<file path="src/rtl/ddr_init_pkg.sv">
package ddr_init_pkg;

  localparam int STEPS     = 8;
  localparam int BANK_W    = 2;
  localparam int CORE_ROWS = 11;

  typedef enum logic [2:0] {
    CMD_LMR = 3'b000,
    CMD_REF = 3'b001,
    CMD_PRE = 3'b010,
    CMD_NOP = 3'b111
  } ddr_cmd_e;

  typedef enum logic [2:0] {
    ST_IDLE,
    ST_CMD,
    ST_GAP,
    ST_TAIL,
    ST_DONE
  } seq_state_e;

  // base mode word: [8] dll reset, [6:4] cas latency, [2:0] burst code
  function automatic logic [CORE_ROWS-1:0] base_mode(input logic dll_rst,
                                                     input logic [2:0] cas_lat,
                                                     input logic [2:0] burst_code);
    return {2'b00, dll_rst, 1'b0, cas_lat, 1'b0, burst_code};
  endfunction

  // extended mode word: [0] dll disable
  function automatic logic [CORE_ROWS-1:0] ext_mode(input logic dll_off);
    return {{(CORE_ROWS-1){1'b0}}, dll_off};
  endfunction

  function automatic logic [CORE_ROWS-1:0] pre_all_row();
    return 11'h400;
  endfunction

  function automatic ddr_cmd_e step_cmd(input int idx);
    case (idx)
      0:       return CMD_NOP;
      1, 4:    return CMD_PRE;
      5, 6:    return CMD_REF;
      default: return CMD_LMR;
    endcase
  endfunction

  function automatic logic [BANK_W-1:0] step_bank(input int idx);
    return (idx == 2) ? 2'b01 : 2'b00;
  endfunction

  function automatic logic [CORE_ROWS-1:0] step_row(input int idx,
                                                    input logic [2:0] cas_lat,
                                                    input logic [2:0] burst_code);
    case (idx)
      1, 4:    return pre_all_row();
      2:       return ext_mode(1'b1);
      3:       return base_mode(1'b1, cas_lat, burst_code);
      7:       return base_mode(1'b0, cas_lat, burst_code);
      default: return '0;
    endcase
  endfunction

endpackage

</file>
<file path="src/rtl/ddr_init_timer.sv">
module ddr_init_timer #(
  parameter int CNT_W = 7
) (
  input  logic             clk,
  input  logic             rst_n,
  input  logic             load_i,
  input  logic [CNT_W-1:0] load_val_i,
  input  logic             run_i,
  output logic             zero_o
);

  logic [CNT_W-1:0] cnt_q;

  always_ff @(posedge clk) begin
    if (!rst_n) begin
      cnt_q <= '0;
    end else if (load_i) begin
      cnt_q <= load_val_i;
    end else if (run_i && (cnt_q != '0)) begin
      cnt_q <= cnt_q - 1'b1;
    end
  end

  assign zero_o = (cnt_q == '0);

endmodule

</file>
<file path="src/rtl/ddr_init_steps.sv">
module ddr_init_steps
  import ddr_init_pkg::*;
#(
  parameter int         ROW_W      = 13,
  parameter logic [2:0] CAS_LAT    = 3'd2,
  parameter logic [2:0] BURST_CODE = 3'd1,
  localparam int        IDX_W      = $clog2(STEPS)
) (
  input  logic [IDX_W-1:0]  idx_i,
  output ddr_cmd_e          cmd_o,
  output logic [BANK_W-1:0] bank_o,
  output logic [ROW_W-1:0]  row_o
);

  ddr_cmd_e          cmd_tbl  [STEPS];
  logic [BANK_W-1:0] bank_tbl [STEPS];
  logic [ROW_W-1:0]  row_tbl  [STEPS];

  for (genvar i = 0; i < STEPS; i++) begin : g_step
    assign cmd_tbl[i]  = step_cmd(i);
    assign bank_tbl[i] = step_bank(i);
    assign row_tbl[i]  = ROW_W'(step_row(i, CAS_LAT, BURST_CODE));
  end

  assign cmd_o  = cmd_tbl[idx_i];
  assign bank_o = bank_tbl[idx_i];
  assign row_o  = row_tbl[idx_i];

endmodule

</file>
<file path="src/rtl/ddr_init_ctrl.sv">
module ddr_init_ctrl
  import ddr_init_pkg::*;
#(
  parameter int  GAP_CYC   = 4,
  parameter int  FINAL_CYC = 100,
  localparam int IDX_W     = $clog2(STEPS),
  localparam int MAX_WAIT  = (GAP_CYC > FINAL_CYC) ? GAP_CYC : FINAL_CYC,
  localparam int CNT_W     = (MAX_WAIT < 2) ? 1 : $clog2(MAX_WAIT + 1)
) (
  input  logic             clk,
  input  logic             rst_n,
  input  logic             start_i,
  output logic [IDX_W-1:0] idx_o,
  output logic             powered_o,
  output logic             slot_fire_o,
  output logic             last_slot_o,
  output logic             tail_busy_o,
  output logic             done_o
);

  localparam logic [IDX_W-1:0] LAST_IDX  = IDX_W'(STEPS - 1);
  localparam logic [CNT_W-1:0] GAP_LD    = CNT_W'(GAP_CYC - 1);
  localparam logic [CNT_W-1:0] FINAL_LD  = CNT_W'(FINAL_CYC - 1);

  seq_state_e       state_q;
  logic [IDX_W-1:0] idx_q;
  logic             tmr_zero;
  logic             at_last;

  assign at_last = (idx_q == LAST_IDX);

  ddr_init_timer #(.CNT_W(CNT_W)) timer_i (
    .clk        (clk),
    .rst_n      (rst_n),
    .load_i     (state_q == ST_CMD),
    .load_val_i (at_last ? FINAL_LD : GAP_LD),
    .run_i      ((state_q == ST_GAP) || (state_q == ST_TAIL)),
    .zero_o     (tmr_zero)
  );

  always_ff @(posedge clk) begin
    if (!rst_n) begin
      state_q <= ST_IDLE;
      idx_q   <= '0;
    end else begin
      case (state_q)
        ST_IDLE: if (start_i) begin
          state_q <= ST_CMD;
          idx_q   <= '0;
        end
        ST_CMD:  state_q <= at_last ? ST_TAIL : ST_GAP;
        ST_GAP:  if (tmr_zero) begin
          state_q <= ST_CMD;
          idx_q   <= idx_q + 1'b1;
        end
        ST_TAIL: if (tmr_zero) state_q <= ST_DONE;
        ST_DONE: state_q <= ST_DONE;
        default: state_q <= ST_IDLE;
      endcase
    end
  end

  assign idx_o       = idx_q;
  assign powered_o   = (state_q != ST_IDLE);
  assign slot_fire_o = (state_q == ST_CMD);
  assign last_slot_o = (state_q == ST_CMD) && at_last;
  assign tail_busy_o = (state_q == ST_TAIL);
  assign done_o      = (state_q == ST_DONE);

endmodule

</file>
<file path="src/rtl/ddr_pwrup_seq.sv">
module ddr_pwrup_seq
  import ddr_init_pkg::*;
#(
  parameter int         ROW_W      = 13,
  parameter int         GAP_CYC    = 4,
  parameter int         FINAL_CYC  = 100,
  parameter logic [2:0] CAS_LAT    = 3'd2,
  parameter logic [2:0] BURST_CODE = 3'd1
) (
  input  logic             clk,
  input  logic             rst_n,
  input  logic             start_i,
  output logic             cke_o,
  output logic             ras_n_o,
  output logic             cas_n_o,
  output logic             we_n_o,
  output logic [ROW_W-1:0] row_addr_o,
  output logic [1:0]       bank_o,
  output logic             done_o
);

  localparam int IDX_W = $clog2(STEPS);

  logic [IDX_W-1:0]  step_idx;
  logic              powered;
  logic              slot_fire;
  logic              last_slot;
  logic              tail_busy;
  ddr_cmd_e          tbl_cmd;
  logic [BANK_W-1:0] tbl_bank;
  logic [ROW_W-1:0]  tbl_row;
  ddr_cmd_e          bus_cmd;

  ddr_init_ctrl #(
    .GAP_CYC   (GAP_CYC),
    .FINAL_CYC (FINAL_CYC)
  ) ctrl_i (
    .clk         (clk),
    .rst_n       (rst_n),
    .start_i     (start_i),
    .idx_o       (step_idx),
    .powered_o   (powered),
    .slot_fire_o (slot_fire),
    .last_slot_o (last_slot),
    .tail_busy_o (tail_busy),
    .done_o      (done_o)
  );

  ddr_init_steps #(
    .ROW_W      (ROW_W),
    .CAS_LAT    (CAS_LAT),
    .BURST_CODE (BURST_CODE)
  ) steps_i (
    .idx_i  (step_idx),
    .cmd_o  (tbl_cmd),
    .bank_o (tbl_bank),
    .row_o  (tbl_row)
  );

  assign bus_cmd    = slot_fire ? tbl_cmd : CMD_NOP;
  assign ras_n_o    = bus_cmd[2];
  assign cas_n_o    = bus_cmd[1];
  assign we_n_o     = bus_cmd[0];
  assign row_addr_o = slot_fire ? tbl_row : '0;
  assign bank_o     = slot_fire ? tbl_bank : '0;
  assign cke_o      = powered;

endmodule

</file>
<file path="config.mk">
export PLATFORM = sky130hd
export DESIGN_NAME = ddr_pwrup_seq
export DESIGN_NICKNAME = d
export VERILOG_FILES = /design/src/rtl/ddr_init_pkg.sv /design/src/rtl/ddr_init_timer.sv /design/src/rtl/ddr_init_steps.sv /design/src/rtl/ddr_init_ctrl.sv /design/src/rtl/ddr_pwrup_seq.sv
export SDC_FILE = /design/constraint.sdc
export NUM_CORES = 1
export LEC_CHECK = 0
export ABC_AREA = 1
export CAP_MARGIN = 10
export CORE_MARGIN = 3
export CORE_UTILIZATION = 45
export DETAILED_ROUTE_END_ITERATION = 7
export PLACE_DENSITY = 0.72
export SLEW_MARGIN = 20
export SYNTH_ARGS = -nofsm -noshare
export SYNTH_HDL_FRONTEND = slang
export SYNTH_SLANG_ARGS = --single-unit
</file>
<file path="constraint.sdc">
create_clock -name clk -period 2.8 [get_ports clk]
set_input_delay 0.84 -clock clk [delete_from_list [all_inputs] [get_ports clk]]
set_output_delay 0.84 -clock clk [all_outputs]
set_load 0.02 [all_outputs]
</file>
Word level (Yosys, flattened, before mapping)
Memories as Yosys holds them, arrays and structs flattened.
Index checks and enable logic that the tools add are counted.

word-level totals
  bits of input ports = 3
  memories kept = 3
  memory bits (read-only) = 144
  bits in registers = 13

operators by class
  eq/ne operators = 8
  $add $sub $neg = 2
  bitwise logic cells = 1
  $lt $le $gt $ge = 1
  reductions and logical operators = 10
  muxes and demuxes = 20

memories
  name              depth  width  rd ports  clocked after Yosys merged registers in  write ports  line                  source
  (name not given)  8      13     1         0                                        0            ddr_init_steps.sv:27  assign row_o = row_tbl[idx_i];
  (name not given)  8      3      1         0                                        0            ddr_init_steps.sv:25  assign cmd_o = cmd_tbl[idx_i];
  (name not given)  8      2      1         0                                        0            ddr_init_steps.sv:26  assign bank_o = bank_tbl[idx_i];

operators by type and width
  operator             number
  $mux 13              3
  $mux 3               8
  $mux 7               3
  $pmux 3 s5           1
  $logic_not 7->1      1
  $reduce_bool 7->1    1
  $sub 7x1->7 const B  1
  $eq 3x2->1 const B   2
  $eq 3x3->1 const B   2
  $mux 2               3
  $ne 2x2->1 const B   3
  $pmux 3 s2           1
  $reduce_and 3->1     2
  $ge 4x4->1 const B   1
  $not 3->4            1
  $reduce_bool 2->1    2
  $add 3x1->3 const B  1
  $eq 3x1->1 const B   1
  $logic_not 3->1      1
  $reduce_bool 3->1    1
  $logic_and 1x1->1    1
  $logic_or 1x1->1     1
  $mux 1               1

Depth between registers and ports, before layout
Gate-level depths: netlist of run 1.

  depth in word-level cells = 5
  depth in mapped cells = 11
  depth with buffers taken out = 11

Hierarchy
A second synthesis of run 1 with hierarchy kept.

second synthesis, totals
  cell total of the unflattened synthesis = 225
  area total of the unflattened synthesis = 1,350.0 um^2

modules (own cells, without submodules)
  module          seq. area each (um^2)  times used  cells each  area an instance (um^2)
  ddr_init_timer  140.1                  1           92          530.5
  ddr_init_ctrl   120.1                  1           60          439.2
  ddr_init_steps  0.0                    1           35          214.0
  ddr_pwrup_seq   0.0                    1           38          166.4

Worst setup path before layout of run 1
No wires, ideal clock.

  path type = reg-to-output
  start point = register ctrl_i.idx_q[0], in the netlist ctrl_i.idx_o[0]
  end point = output row_addr_o[0]
  cell stages (with the launch flop) = 4
  arrival time = 1.113 ns
  path slack = 0.847 ns
  path through = dfxtp_1 > ha_1 > nor2_1 > nor3_1

on the way
  cells in the longest elaborated chain, start to end = 5

ends and longest elaborated chain
  item                                         line                  source
  start, declared                              ddr_init_ctrl.sv:26   logic [IDX_W-1:0] idx_q;
  start signal, assigned                       ddr_init_ctrl.sv:54   idx_q <= idx_q + 1'b1;
  $not 3->4 (not written as such)              ddr_init_steps.sv:27
  $mem_v2 8x13                                 -
  $mux 13 (not written as such) (2 in series)  ddr_init_steps.sv:27
  $mux 13                                      ddr_pwrup_seq.sv:64   assign row_addr_o = slot_fire ? tbl_row : '0;
  end, declared                                ddr_pwrup_seq.sv:17   output logic [ROW_W-1:0] row_addr_o,

Every way passes these cells. The select of a mux whose other input is x is not followed.

Final worst setup path of run 1
  start point = register ctrl_i.idx_q[1], in the netlist ctrl_i.idx_o[1]
  end point = output row_addr_o[8]

The elaborated chain is that of the path after synthesis.

==> reports/qor.txt, run 1 <==
IO buf count: 12
Total Wirelength: 2000 µm
Final Hold Vio Count: 0
static leakage: 0.000558 µW
RSZ-0062 raised after global routing: false
Layout Cell Area excl Fill: 1150 µm²
FP Rows: 16
Critical Path Most Common Cell: ha_1
final slew viol count: 0
CTS tree: built
antenna violations before repair: 0
share of cells above drive strength 1: 0.152
ant diodes: 0
drt first pass iters: 4
DR vias/cell: 4.57
CP Max Fanout: 5
Filler cells: 211
share of the synthesized area in the top cell type: 0.256
nets: 177
cell accounting for the most synthesized area: dfxtp_1
# setup viols final: 0
crit path kind: flop to output pin
clock root buffer master: clkbuf_4
synthesized flop and latch total: 13
die area: 2860 µm²
synth top area cells: dfxtp_1, nand2_1, ha_1
routed length per instance: 10.4 µm
total CTS buffers: 3
HP Class: flop to flop
HPWL after detailed placement: 1600 µm
Detail Route Antenna Nets: 0
register area share after synthesis: 0.256
hold-fix buffers at CTS: 0
vias in the first global route: 868
Startpoint Class: flop
Worst EP arrival: 1820 ps
Required @ worst endpoint: 1960 ps
storage element area: 260 µm²
TNS Setup: 0 ps
crit-path leading delay family: buffers and inverters
area grow syn2layout: 13.5%
DRC errors left: 0
CTS Sinks: 13
Total Routing Usage GR: 0.166
Worst-path clk slew: 80 ps
Max-cap violations: 0
core box area: 2040 µm²
skew final: 3.33 ps
insertion delay to the later sink of the worst-skew pair: 280 ps
Final Cycle Share: 0.950
power per cell area: 1100 nW/µm²
GPL Wtd Cong: 0.813
area post-placement: 1120 µm²
asr flop ratio synth: 0
via count: 878
starting density of the core: 0.498
Post-synth EDFFs: 0
critical path, cell by cell: ha_1, ha_1, inv_1, nor2_1, clkdlybuf4s50_1
setup slack after placement: 423 ps
H-Tree Depth: 1
GRT overflow: 0
most frequent cells after synthesis: nand2_1, inv_1, nor2_1
Ports: 23
minimum clock period: 2660 ps
status: finished clean
Unique masters post-synth: 26
global-route wire length before repair: 3530 µm
crit end category: output pin
Mapped Cells: 151
highest cell delay on the worst timing path: 610 ps
Die Y: 53.5 µm
crit path max-delay cell type: clkdlybuf4s50_1
largest net degree at the start of global routing: 10
syn_area_per_cell: 6.73 µm²
Worst VDD drop: 708 µV
Clock Path Buffers: 2
drt initial violations: 13
area of the multi-input gates: 604 µm²
Fmax achieved: 0.376 GHz
Synth warnings: 0
most numerous cell in the Yosys netlist: nand2_1
post-route setup slack: 140 ps
Buffers & Inverters on Critical Path: 2
Most used DFF post-synth: dfxtp_1
Die Wd: 53.5 µm
Post-Synthesis Cell Area: 1020 µm²
kinds of logic (layout without fill, tap and decap cells):
kind of cell	count (synthesis)	in the layout	synth area share
xor+xnor	1	1	0.00862
compound gates	6	6	0.0308
other cells	1	10	0.00369
flops	13	13	0.256
buf+inv	38	43	0.182
simple gates	84	84	0.420
fa+ha+maj	8	8	0.0985
worst paths after layout:
path	from	to	slack (ps)	cells past startpoint
setup / recovery	ctrl_i.idx_o[1]$_SDFFE_PN0P_	row_addr_o[8]	140	5
hold / removal	ctrl_i.timer_i.cnt_q[1]$_SDFFE_PN0P_	ctrl_i.timer_i.cnt_q[1]$_SDFFE_PN0P_	470	2
setup reg to reg	ctrl_i.timer_i.cnt_q[0]$_SDFFE_PN0P_	ctrl_i.timer_i.cnt_q[0]$_SDFFE_PN0P_	1410	9
hold reg to reg	ctrl_i.timer_i.cnt_q[1]$_SDFFE_PN0P_	ctrl_i.timer_i.cnt_q[1]$_SDFFE_PN0P_	470	2
area by class of cell:
type                            count  share of cell area
Clock buffer                        4              0.0228
Inverter                           27              0.0922
Multi-Input combinational cell    109               0.524
Sequential cell                    13               0.226
Tap cell                           27              0.0293
Timing Repair Buffer               12               0.106
layer usage:
layer | up-vias | share of wire | GRT usage | routed length, µm
met3 | 2 | 0.042 | 0.0535 | 84
met4 | 0 | 0.0050 | 0.0298 | 10
met1 | 392 | 0.46 | 0.196 | 916
met2 | 19 | 0.49 | 0.294 | 987
li1 | 465 | - | - | -
met5 | - | 0 | 0 | 0
sequential cells by signal (all words and copies together), names as in the netlist:
| name | flops |
|---|---|
| ctrl_i.timer_i.cnt_q | 7 |
| ctrl_i.idx_o | 3 |
| ctrl_i.state_q | 3 |
worst register-to-register path, delay by kind of cell, from the launching register on:
family,cells,cell delay (ps)
simple gates,5,530
buf+inv,2,140
fa+ha+maj,1,230
compound gates,1,80
flops,1,320
cells in the final DEF (no fill, tap or decap), types with 3 or more instances in the layout:
master	count
nor2_2	4
dfxtp_1	13
clkbuf_4	3
nand3_1	10
clkdlybuf4s50_1	11
conb_1	10
inv_2	5
inv_1	21
nor2_1	19
ha_1	8
nor3_1	4
nand2_2	5
a21oi_1	3
nand2_1	33
where the power goes:
part	leakage [µW]	internal, µW	switching, µW	total, µW
clock network	0.0000150	55.3	61.6	117
registers	0.000106	248	69.3	317
logic	0.000436	312	525	837
through the flow:
step                hold WS, ps  total power (µW)  utilization  cells
finish                      472              1270        0.565    192
floorplan                   449               961            -    160
global route                497              1400        0.565    192
global placement            463              1130        0.551    188
detailed placement          466              1160        0.551    188
CTS                         478              1280        0.564    192
timing repair:
action,CTS,global route
endpoints found under the hold margin,0,0
setup endpoints to repair,0,1
gates resized for setup,0,1
buffers inserted,0,0
Note: power is estimated with default switching activity, not from simulation.
==> inputs of run 2 (changes only) <==
- TNS_END_PERCENT: default -> 30
==> results of run 2 <==
Same layout as run 1: the final DEF is identical, and so are final timing and power.
